===== config.mk =====
export PLATFORM = sky130hd
export DESIGN_NAME = brk_trace_unit
export DESIGN_NICKNAME = d
export VERILOG_FILES = /design/src/rtl/brk_trace_unit.sv
export SDC_FILE = /design/constraint.sdc
export NUM_CORES = 1
export LEC_CHECK = 0
export BUFFER_PORTS_ARGS = -buffer_cell sky130_fd_sc_hd__clkbuf_2
export CORE_ASPECT_RATIO = 1.75
export CORE_MARGIN = 2
export CORE_UTILIZATION = 55
export CTS_CLUSTER_DIAMETER = 40
export CTS_CLUSTER_SIZE = 25
export DETAILED_ROUTE_END_ITERATION = 12
export PLACE_DENSITY = 0.87
export SYNTH_ARGS = -nofsm -noshare
export SYNTH_HDL_FRONTEND = slang
export SYNTH_SLANG_ARGS = --single-unit
export TNS_END_PERCENT = 100

===== constraint.sdc =====
create_clock -name clk -period 3.2 [get_ports clk]
set_input_delay 0.64 -clock clk [delete_from_list [all_inputs] [get_ports clk]]
set_output_delay 0.64 -clock clk [all_outputs]
set_load 0.02 [all_outputs]

===== src/rtl/brk_trace_unit.sv =====
module brk_trace_unit #(
  parameter int W  = 32,
  parameter int CW = 12,
  parameter int TD = 4,
  localparam int PW = $clog2(TD)
)(
  input  logic          clk,
  input  logic          rst_n,
  input  logic          mon_valid,
  input  logic [W-1:0]  mon_addr,
  input  logic [W-1:0]  mon_data,
  input  logic          mon_dma,
  input  logic          mon_fetch,
  input  logic          mon_write,
  input  logic [1:0]    mon_size,
  input  logic          br_valid,
  input  logic [W-1:0]  br_src,
  input  logic [W-1:0]  br_dst,
  input  logic          cfg_we,
  input  logic [4:0]    cfg_addr,
  input  logic [W-1:0]  cfg_wdata,
  output logic          brk_irq,
  output logic [1:0]    brk_chan,
  output logic          brk_after,
  input  logic [PW-1:0] trc_idx,
  output logic          trc_valid,
  output logic [W-1:0]  trc_src,
  output logic [W-1:0]  trc_dst
);

  logic [W-1:0]  c_addr [4];
  logic [W-1:0]  c_mask [4];
  logic [11:0]   c_ctrl [4];
  logic [W-1:0]  c_data [2];
  logic [CW-1:0] c_lim  [2];
  logic [1:0]    mode, seq_ptr, first_sel, chan_n;
  logic [3:0]    match, dmatch, last, hit, fire, in_chain, armed;

  function automatic logic [1:0] first_of(input logic [1:0] m);
    return (m == 2'd0) ? 2'd0 : m - 2'd1;
  endfunction

  assign first_sel = first_of(mode);

  always_ff @(posedge clk or negedge rst_n) begin
    if (!rst_n) begin
      mode <= 2'd0;
      for (int k = 0; k < 4; k++) begin
        c_addr[k] <= '0;
        c_mask[k] <= '0;
        c_ctrl[k] <= '0;
      end
      for (int k = 0; k < 2; k++) begin
        c_data[k] <= '0;
        c_lim[k]  <= '0;
      end
    end else if (cfg_we) begin
      if (cfg_addr == 5'd16) mode <= cfg_wdata[1:0];
      else if (!cfg_addr[4]) begin
        case (cfg_addr[1:0])
          2'd0: c_addr[cfg_addr[3:2]] <= cfg_wdata;
          2'd1: c_mask[cfg_addr[3:2]] <= cfg_wdata;
          2'd2: begin
            c_ctrl[cfg_addr[3:2]] <= cfg_wdata[11:0];
            if (cfg_addr[3]) c_lim[cfg_addr[2]] <= cfg_wdata[16 +: CW];
          end
          default: if (cfg_addr[3]) c_data[cfg_addr[2]] <= cfg_wdata;
        endcase
      end
    end
  end

  logic unused_bits;
  assign unused_bits = ^{cfg_wdata[15:12], cfg_wdata[W-1:16+CW], c_ctrl[0][11], c_ctrl[1][11]};

  for (genvar i = 0; i < 4; i++) begin : g_ch
    localparam logic [1:0] IDX = 2'(i);
    logic [11:0] ct;
    assign ct = c_ctrl[i];
    assign match[i] = mon_valid & ct[0]
                    & (((mon_addr ^ c_addr[i]) & ~c_mask[i]) == '0)
                    & (!ct[1] | (ct[2] == mon_dma))
                    & (!ct[3] | (ct[4] == mon_fetch))
                    & (!ct[5] | (ct[6] == mon_write))
                    & (!ct[7] | (ct[9:8] == mon_size))
                    & dmatch[i];
    assign in_chain[i] = (mode != 2'd0) && (IDX >= first_sel);
    assign armed[i]    = !in_chain[i] || (seq_ptr == IDX);
    assign hit[i]      = match[i] & armed[i] & last[i];
    assign fire[i]     = hit[i] & (!in_chain[i] | (IDX == 2'd3));

    if (i >= 2) begin : g_cnt
      logic [CW-1:0] cnt, lim;
      assign lim = (c_lim[i-2] == '0) ? CW'(1) : c_lim[i-2];
      assign dmatch[i] = !ct[11] | (mon_data == c_data[i-2]);
      assign last[i] = ({1'b0, cnt} + 1'b1) >= {1'b0, lim};
      always_ff @(posedge clk or negedge rst_n) begin
        if (!rst_n) cnt <= '0;
        else if (cfg_we && cfg_addr == {1'b0, IDX, 2'd2}) cnt <= '0;
        else if (match[i] && armed[i]) cnt <= last[i] ? '0 : cnt + 1'b1;
      end
      AST_CNT_BELOW_LIMIT: assert property (@(posedge clk) disable iff (!rst_n)
        cnt < lim);
    end else begin : g_plain
      assign dmatch[i] = 1'b1;
      assign last[i]   = 1'b1;
    end
  end

  always_ff @(posedge clk or negedge rst_n) begin
    if (!rst_n) seq_ptr <= 2'd0;
    else if (cfg_we && cfg_addr == 5'd16) seq_ptr <= first_of(cfg_wdata[1:0]);
    else if (hit[seq_ptr] && in_chain[seq_ptr])
      seq_ptr <= (seq_ptr == 2'd3) ? first_sel : seq_ptr + 2'd1;
  end

  assign chan_n = fire[0] ? 2'd0 : fire[1] ? 2'd1 : fire[2] ? 2'd2 : 2'd3;

  always_ff @(posedge clk or negedge rst_n) begin
    if (!rst_n) begin
      brk_irq   <= 1'b0;
      brk_chan  <= 2'd0;
      brk_after <= 1'b0;
    end else begin
      brk_irq   <= |fire;
      brk_chan  <= chan_n;
      brk_after <= (|fire) & c_ctrl[chan_n][10] & mon_fetch;
    end
  end

  logic [W-1:0]  t_src [TD];
  logic [W-1:0]  t_dst [TD];
  logic [PW-1:0] wp, rd;
  logic [PW:0]   tcnt;

  always_ff @(posedge clk or negedge rst_n) begin
    if (!rst_n) begin
      wp   <= '0;
      tcnt <= '0;
      for (int k = 0; k < TD; k++) begin
        t_src[k] <= '0;
        t_dst[k] <= '0;
      end
    end else if (br_valid) begin
      t_src[wp] <= br_src;
      t_dst[wp] <= br_dst;
      wp <= wp + 1'b1;
      if (tcnt < (PW+1)'(TD)) tcnt <= tcnt + 1'b1;
    end
  end

  assign rd        = wp - PW'(1) - trc_idx;
  assign trc_valid = {1'b0, trc_idx} < tcnt;
  assign trc_src   = t_src[rd];
  assign trc_dst   = t_dst[rd];

  AST_IRQ_AFTER_CYCLE: assert property (@(posedge clk) disable iff (!rst_n)
    !mon_valid |=> !brk_irq);
  AST_AFTER_NEEDS_FETCH: assert property (@(posedge clk) disable iff (!rst_n)
    brk_after |-> brk_irq && $past(mon_fetch));
  AST_SEQ_RESTART: assert property (@(posedge clk) disable iff (!rst_n)
    (cfg_we && cfg_addr == 5'd16) |=> seq_ptr == first_of($past(cfg_wdata[1:0])));
  AST_SEQ_IN_CHAIN: assert property (@(posedge clk) disable iff (!rst_n)
    (mode != 2'd0) |-> seq_ptr >= first_sel);
  AST_TRC_FILL: assert property (@(posedge clk) disable iff (!rst_n)
    (br_valid && tcnt < (PW+1)'(TD)) |=> tcnt == $past(tcnt) + 1'b1);
  AST_TRC_BOUND: assert property (@(posedge clk) disable iff (!rst_n)
    tcnt <= (PW+1)'(TD));

endmodule


Yosys cells after proc, flatten, opt, wreduce, memory -nomap -nowiden
Cells that the tools add are included.
- add/subtract/negate cells: 11
- order comparisons: 17
- equal/unequal tests: 26
- mux-type cells: 46
- bitwise gates (word level): 75
- reductions and logical operators: 62
- operator list (operator ; count):
    $bwmux 128 ; 4
    $mux 32 ; 7
    $and 32x32->32 ; 4
    $bmux 32 s2 ; 2
    $demux 32 s2 ; 2
    $logic_not 32->1 ; 4
    $not 32->32 ; 4
    $xor 32x32->32 ; 4
    $mux 12 ; 10
    $bwmux 64 ; 1
    $eq 32x32->1 ; 2
    $bwmux 48 ; 1
    $and 1x1->1 ; 37
    $demux 32 s1 ; 1
    $add 12x1->13 const B ; 2
    $ge 13x12->1 ; 2
    $add 12x1->12 const B ; 2
    $bmux 12 s2 ; 1
    $bwmux 24 ; 1
    $demux 12 s2 ; 1
    $logic_not 12->1 ; 2
    $logic_not 1->1 ; 22
    $mux 11 ; 2
    $or 1x1->1 ; 18
    35 further kinds ; 101
- register bits after elaboration: 685
- input bits: 177
- output and inout bits: 69
- word-level logic and storage cells: 270

Depth between registers and ports, before layout
- word-level depth: 21
- gate-level depth with buffers: 16

Least setup slack after synthesis
Ideal clock, no wire load.
- kind: in2out
- start: in trc_idx[0]
- end: out trc_dst[0]
- arrival: 2.497 ns
- required time: 2.560 ns
- path slack: 0.063 ns
- stages: 5
- cells stage by stage: inv_1 > ha_1 > clkbuf_1 > buf_1 > mux4_2
- longest elaborated chain between the ends: 5
- ends and longest elaborated chain (what ; RTL line ; text):
    start, declared ; 25 ; input logic [PW-1:0] trc_idx,
    $sub 2x2->2 ; 152 ; assign rd = wp - PW'(1) - trc_idx;
    $not 2->3 (not written as such) ; 155 ; assign trc_dst = t_dst[rd];
    $bmux 32 s2 ; 155 ;
    $mux 32 (not written as such) (2 in series) ; 155 ;
    end, declared ; 28 ; output logic [W-1:0] trc_dst
No other way between the ends. The select of a mux whose other input is x is not followed.

Final worst setup path
- start: reg wp[0]
- end: out trc_src[25]
- longest elaborated chain between the ends: 6
- ends and longest elaborated chain (what ; RTL line ; text):
    start, declared ; 133 ; logic [PW-1:0] wp, rd;
    start signal, assigned ; 147 ; wp <= wp + 1'b1;
    $sub 2x1->2 ; 152 ;
    $sub 2x2->2 ; 152 ;
    $not 2->3 (not written as such) ; 154 ; assign trc_src = t_src[rd];
    $bmux 32 s2 ; 154 ;
    $mux 32 (not written as such) (2 in series) ; 154 ;
    end, declared ; 27 ; output logic [W-1:0] trc_src,
No other way between the ends. The select of a mux whose other input is x is not followed.

==> impl_metrics.csv <==
group,metric,value,unit
run_status,status,"completed",
floorplan,die_height,320.6,um
synthesis,syn_avg_cell_area,14.02,sq um
pwr,power.total,0.03176,W
synthesis,synth_top_flop_cell,"dfrtp_1",
global_route,antenna_found_initial,2,
sta,rsz0062_at_grt,"yes",
sta,clock_skew,0.04100,ns
sta,finalMaxSlewViolations,0,
synthesis,ys_seq_elements,683,
global_route,grt_start_max_net_pins,97,
layout,num-nets-final,2726,
synthesis,synthesis.area,0.03149,sq mm
sta,fmax,0.3193,GHz
synthesis,synth-simple-area-share,3.925,%
clock_tree,cts-root-buf,"clkbuf_16",
detailed_routing,drt_iter0_drc,1218,
floorplan,pin_count,246,
setup_path,critPathArrivalTime,2.49,ns
clock_tree,cts_sinks,683,
floorplan,fp-row-count,116,
clock_tree,clkTransAtPathRegs,0.08,ns
setup_path,required,2.56,ns
clock_tree,htree_num_levels,2,
place,placement.io_buffers,245,
layout,drive_gt1_share,47.40,%
detailed_routing,vias_per_cell,6.020,
pwr,ir_drop,0.5917,mV
floorplan,initial_utilization,55.35,%
sta,max_slew.worst_pin.slew,0.7458,ns
floorplan,core_area,0.05689,sq mm
place,dp_hpwl,59680,um
synthesis,synthMuxAreaShare,27.59,%
setup_path,worstSetupPathType,"register to primary output",
floorplan,dieArea,0.05927,sq mm
clock_tree,cts_buffers,58,
detailed_routing,dr_total_vias,20022,
detailed_routing,post_drt_wl_per_cell,25.70,um
detailed_routing,drtAntennaViolNets,0,
synthesis,synth_edf_count,0,
synthesis,synth_xor_area_share,6.730,%
layout,area_growth,15.66,%
global_route,grt_pass1_wl,129500,um
pwr,p_per_area,871.9,mW/mm^2
synthesis,syn_inst,2247,
sta,fin_crit_sh,97.88,%
sta,hold_violations,0,
clock_tree,clk-insertion-delay-late,0.66,ns
synthesis,synth_compound_area_share,3.226,%
global_route,grt_pass1_vias,22324,
clock_tree,clk_path_buf_depth,3,
synthesis,ys_seq_area_share,54.27,%
run,cap_violations,0,
setup_path,critPathMaxFanout,9,
detailed_routing,wl,85470,um
synthesis,synth_fa_ha_area_share,1.669,%
detailed_routing,drc,0,
global_route,grt_usage,29.08,%
sta,fin_crit,3.132,ns
hold_path,hp-class,"input pin to register",
clock_tree,cts_tree,"done",
synthesis,async_reset_ff_share,100.0,%
synthesis,syn_nets,2466,
place,placed_cells,3199,
floorplan,die-width,184.9,um
layout,fillers,3957,
synthesis,synth.distinct_cells,61,
setup_path,cp-start-kind,"register",
synthesis,yosys_warnings,0,
layout,fin_cells,3326,
detailed_routing,firstDrtPassIters,5,
global_route,grt-ovfl-total,0,
sta,slew_headroom,50.16,%
sta,setup_viol,0,
synthesis,synth_top_family_by_area,"multiplexers",
place,globalplace.congestion,0.9131,
pwr,p_leak,16.58,nW
setup_path,end_kind,"primary output",
## what timing repair did
| action | in CTS | in global routing |
|---|---|---|
| hold endpoints to repair | 4 | 0 |
| pin swaps | 3 | 11 |
| setup buffers | 9 | 4 |
| resized for setup | 18 | 23 |
| cloned | 1 | 1 |
| hold buffers | 1 | 0 |
| setup endpoints to repair | 75 | 67 |
## final timing paths
| check | from | endpoint | slack (ns) | cells past startpoint |
|---|---|---|---|---|
| max reg2reg | g_ch[2].g_cnt.cnt[1]$_DFFE_PN0P_ | brk_after$_DFF_PN0_ | 0.08 | 13 |
| min in group asynchronous | rst_n | t_dst[106]$_DFFE_PN0P_ | 0.57 | 2 |
| min | br_dst[20] | t_dst[116]$_DFFE_PN0P_ | 0.28 | 2 |
| max in group asynchronous | rst_n | t_src[82]$_DFFE_PN0P_ | 1.60 | 3 |
| max | wp[0]$_DFFE_PN0P_ | trc_src[25] | 0.07 | 7 |
| min reg2reg | g_ch[2].g_cnt.cnt[11]$_DFFE_PN0P_ | g_ch[2].g_cnt.cnt[11]$_DFFE_PN0P_ | 0.47 | 2 |
## kinds of logic after synthesis
kind of cell | after synthesis
AO/OA/AOI/OAI | 157
XOR/XNOR | 236
adder cells (fa/ha/maj) | 42
buffers and inverters | 189
flip-flops | 683
multiplexers | 708
AND/OR/NAND/NOR | 232
## area by class of cell
| class | instances | area (sq um) | share of cell area, % |
|---|---|---|---|
| flip-flops and latches | 683 | 17100 | 46.93 |
| diodes | 2 | 5.005 | 0.01374 |
| repair buffers | 350 | 2255 | 6.189 |
| clock buffers | 62 | 1488 | 4.084 |
| clock inverters | 48 | 669.4 | 1.838 |
| inverters | 39 | 146.4 | 0.4019 |
| multi-input cells | 1375 | 13810 | 37.91 |
| well taps | 767 | 959.7 | 2.634 |
## state kept, by name (all words and copies together), names as in the netlist
signal,count
brk_chan,2
tcnt,3
g_ch.g_cnt.cnt,24
seq_ptr,2
t_dst,128
brk_irq,1
c_addr,128
g_ch.ct,46
mode,2
t_src,128
c_lim,24
brk_after,1
wp,2
c_data,64
c_mask,128
## stage by stage
stage          hold slack, ns  TNS [ns]  utilization, %  setup WS, ns  cell area (sq um)
3_5_place_dp           0.4673   -0.5864           59.66       -0.1546              33940
3_3_place_gp           0.4578  -0.06386           59.66      -0.06386              33940
6_report               0.2803         0           64.03       0.06780              36430
4_1_cts                0.2511  -0.01871           63.74      -0.01871              36260
2_1_floorplan          0.3444         0               -       0.06289              31490
5_1_grt                0.2629   -0.2628           64.02      -0.09775              36420
## report_power, final
group          internal, W  leakage, nW  switching (W)
Sequential          0.0113         8.48        0.00160
Combinational      0.00560         7.06        0.00544
Clock              0.00405         1.04        0.00377
Total               0.0209         16.6         0.0108
## cell usage after synthesis (2+ instances only)
master	number	area (sq um)
clkbuf_1	80	300.3
nand2_1	74	277.8
nor4_1	41	256.5
and4_1	3	26.28
nand3_1	16	80.08
nor2b_1	7	43.79
o21ai_0	34	170.2
and4b_1	2	20.02
nor3b_1	5	37.54
xnor2_1	139	1217
xor2_1	90	788.3
a31o_2	2	17.52
nor2_1	19	71.32
o211ai_1	3	22.52
clkbuf_2	10	50.05
a21o_1	13	97.59
inv_1	39	146.4
o21bai_1	6	45.04
ha_1	42	525.5
dfrtp_1	683	17090
mux4_2	64	1441
nand3b_1	2	15.01
a2111oi_2	2	30.03
mux2i_1	4	40.04
buf_6	9	101.4
nand2b_1	16	100.1
mux2_2	638	7184
mux2_1	2	22.52
a21oi_1	11	55.05
buf_2	19	95.09
nand4_1	16	100.1
o22ai_1	68	425.4
a21boi_1	2	15.01
nor3_1	17	85.08
and3_1	2	12.51
o2bb2ai_1	6	52.55
buf_1	31	116.4
xnor2_2	7	113.9
## critical path, cell delays in order, from the launching register on
cell and delay (ns):
dfrtp_2 0.43, ha_4 0.18, xnor2_4 0.13, xnor2_2 0.17, buf_6 0.16, buf_4 0.23
mux4_2 0.37, clkbuf_2 0.19
## layer usage
layer  up-vias  GRT usage, %  wire, um  share of wire [%]
met2       751         51.82     44420                 52
met1     10374         29.85     28370                 33
met5         -             0         0                  0
met4         0         21.82      7694                9.0
met3       337         5.484      4991                5.8
li1       8560             -         -                  -
## cells in the final DEF, fill, tap and decap left out, types with 17 or more instances in the layout
master	count
xor2_1	90
o22ai_1	68
mux4_2	64
nand2_1	70
ha_1	40
inv_1	39
mux2_2	638
xnor2_1	135
nor4_1	38
nor2_1	17
dfrtp_1	680
o21ai_0	34
buf_4	86
clkbuf_2	242
clkbuf_16	60
Power figures use the tool's default switching activity.
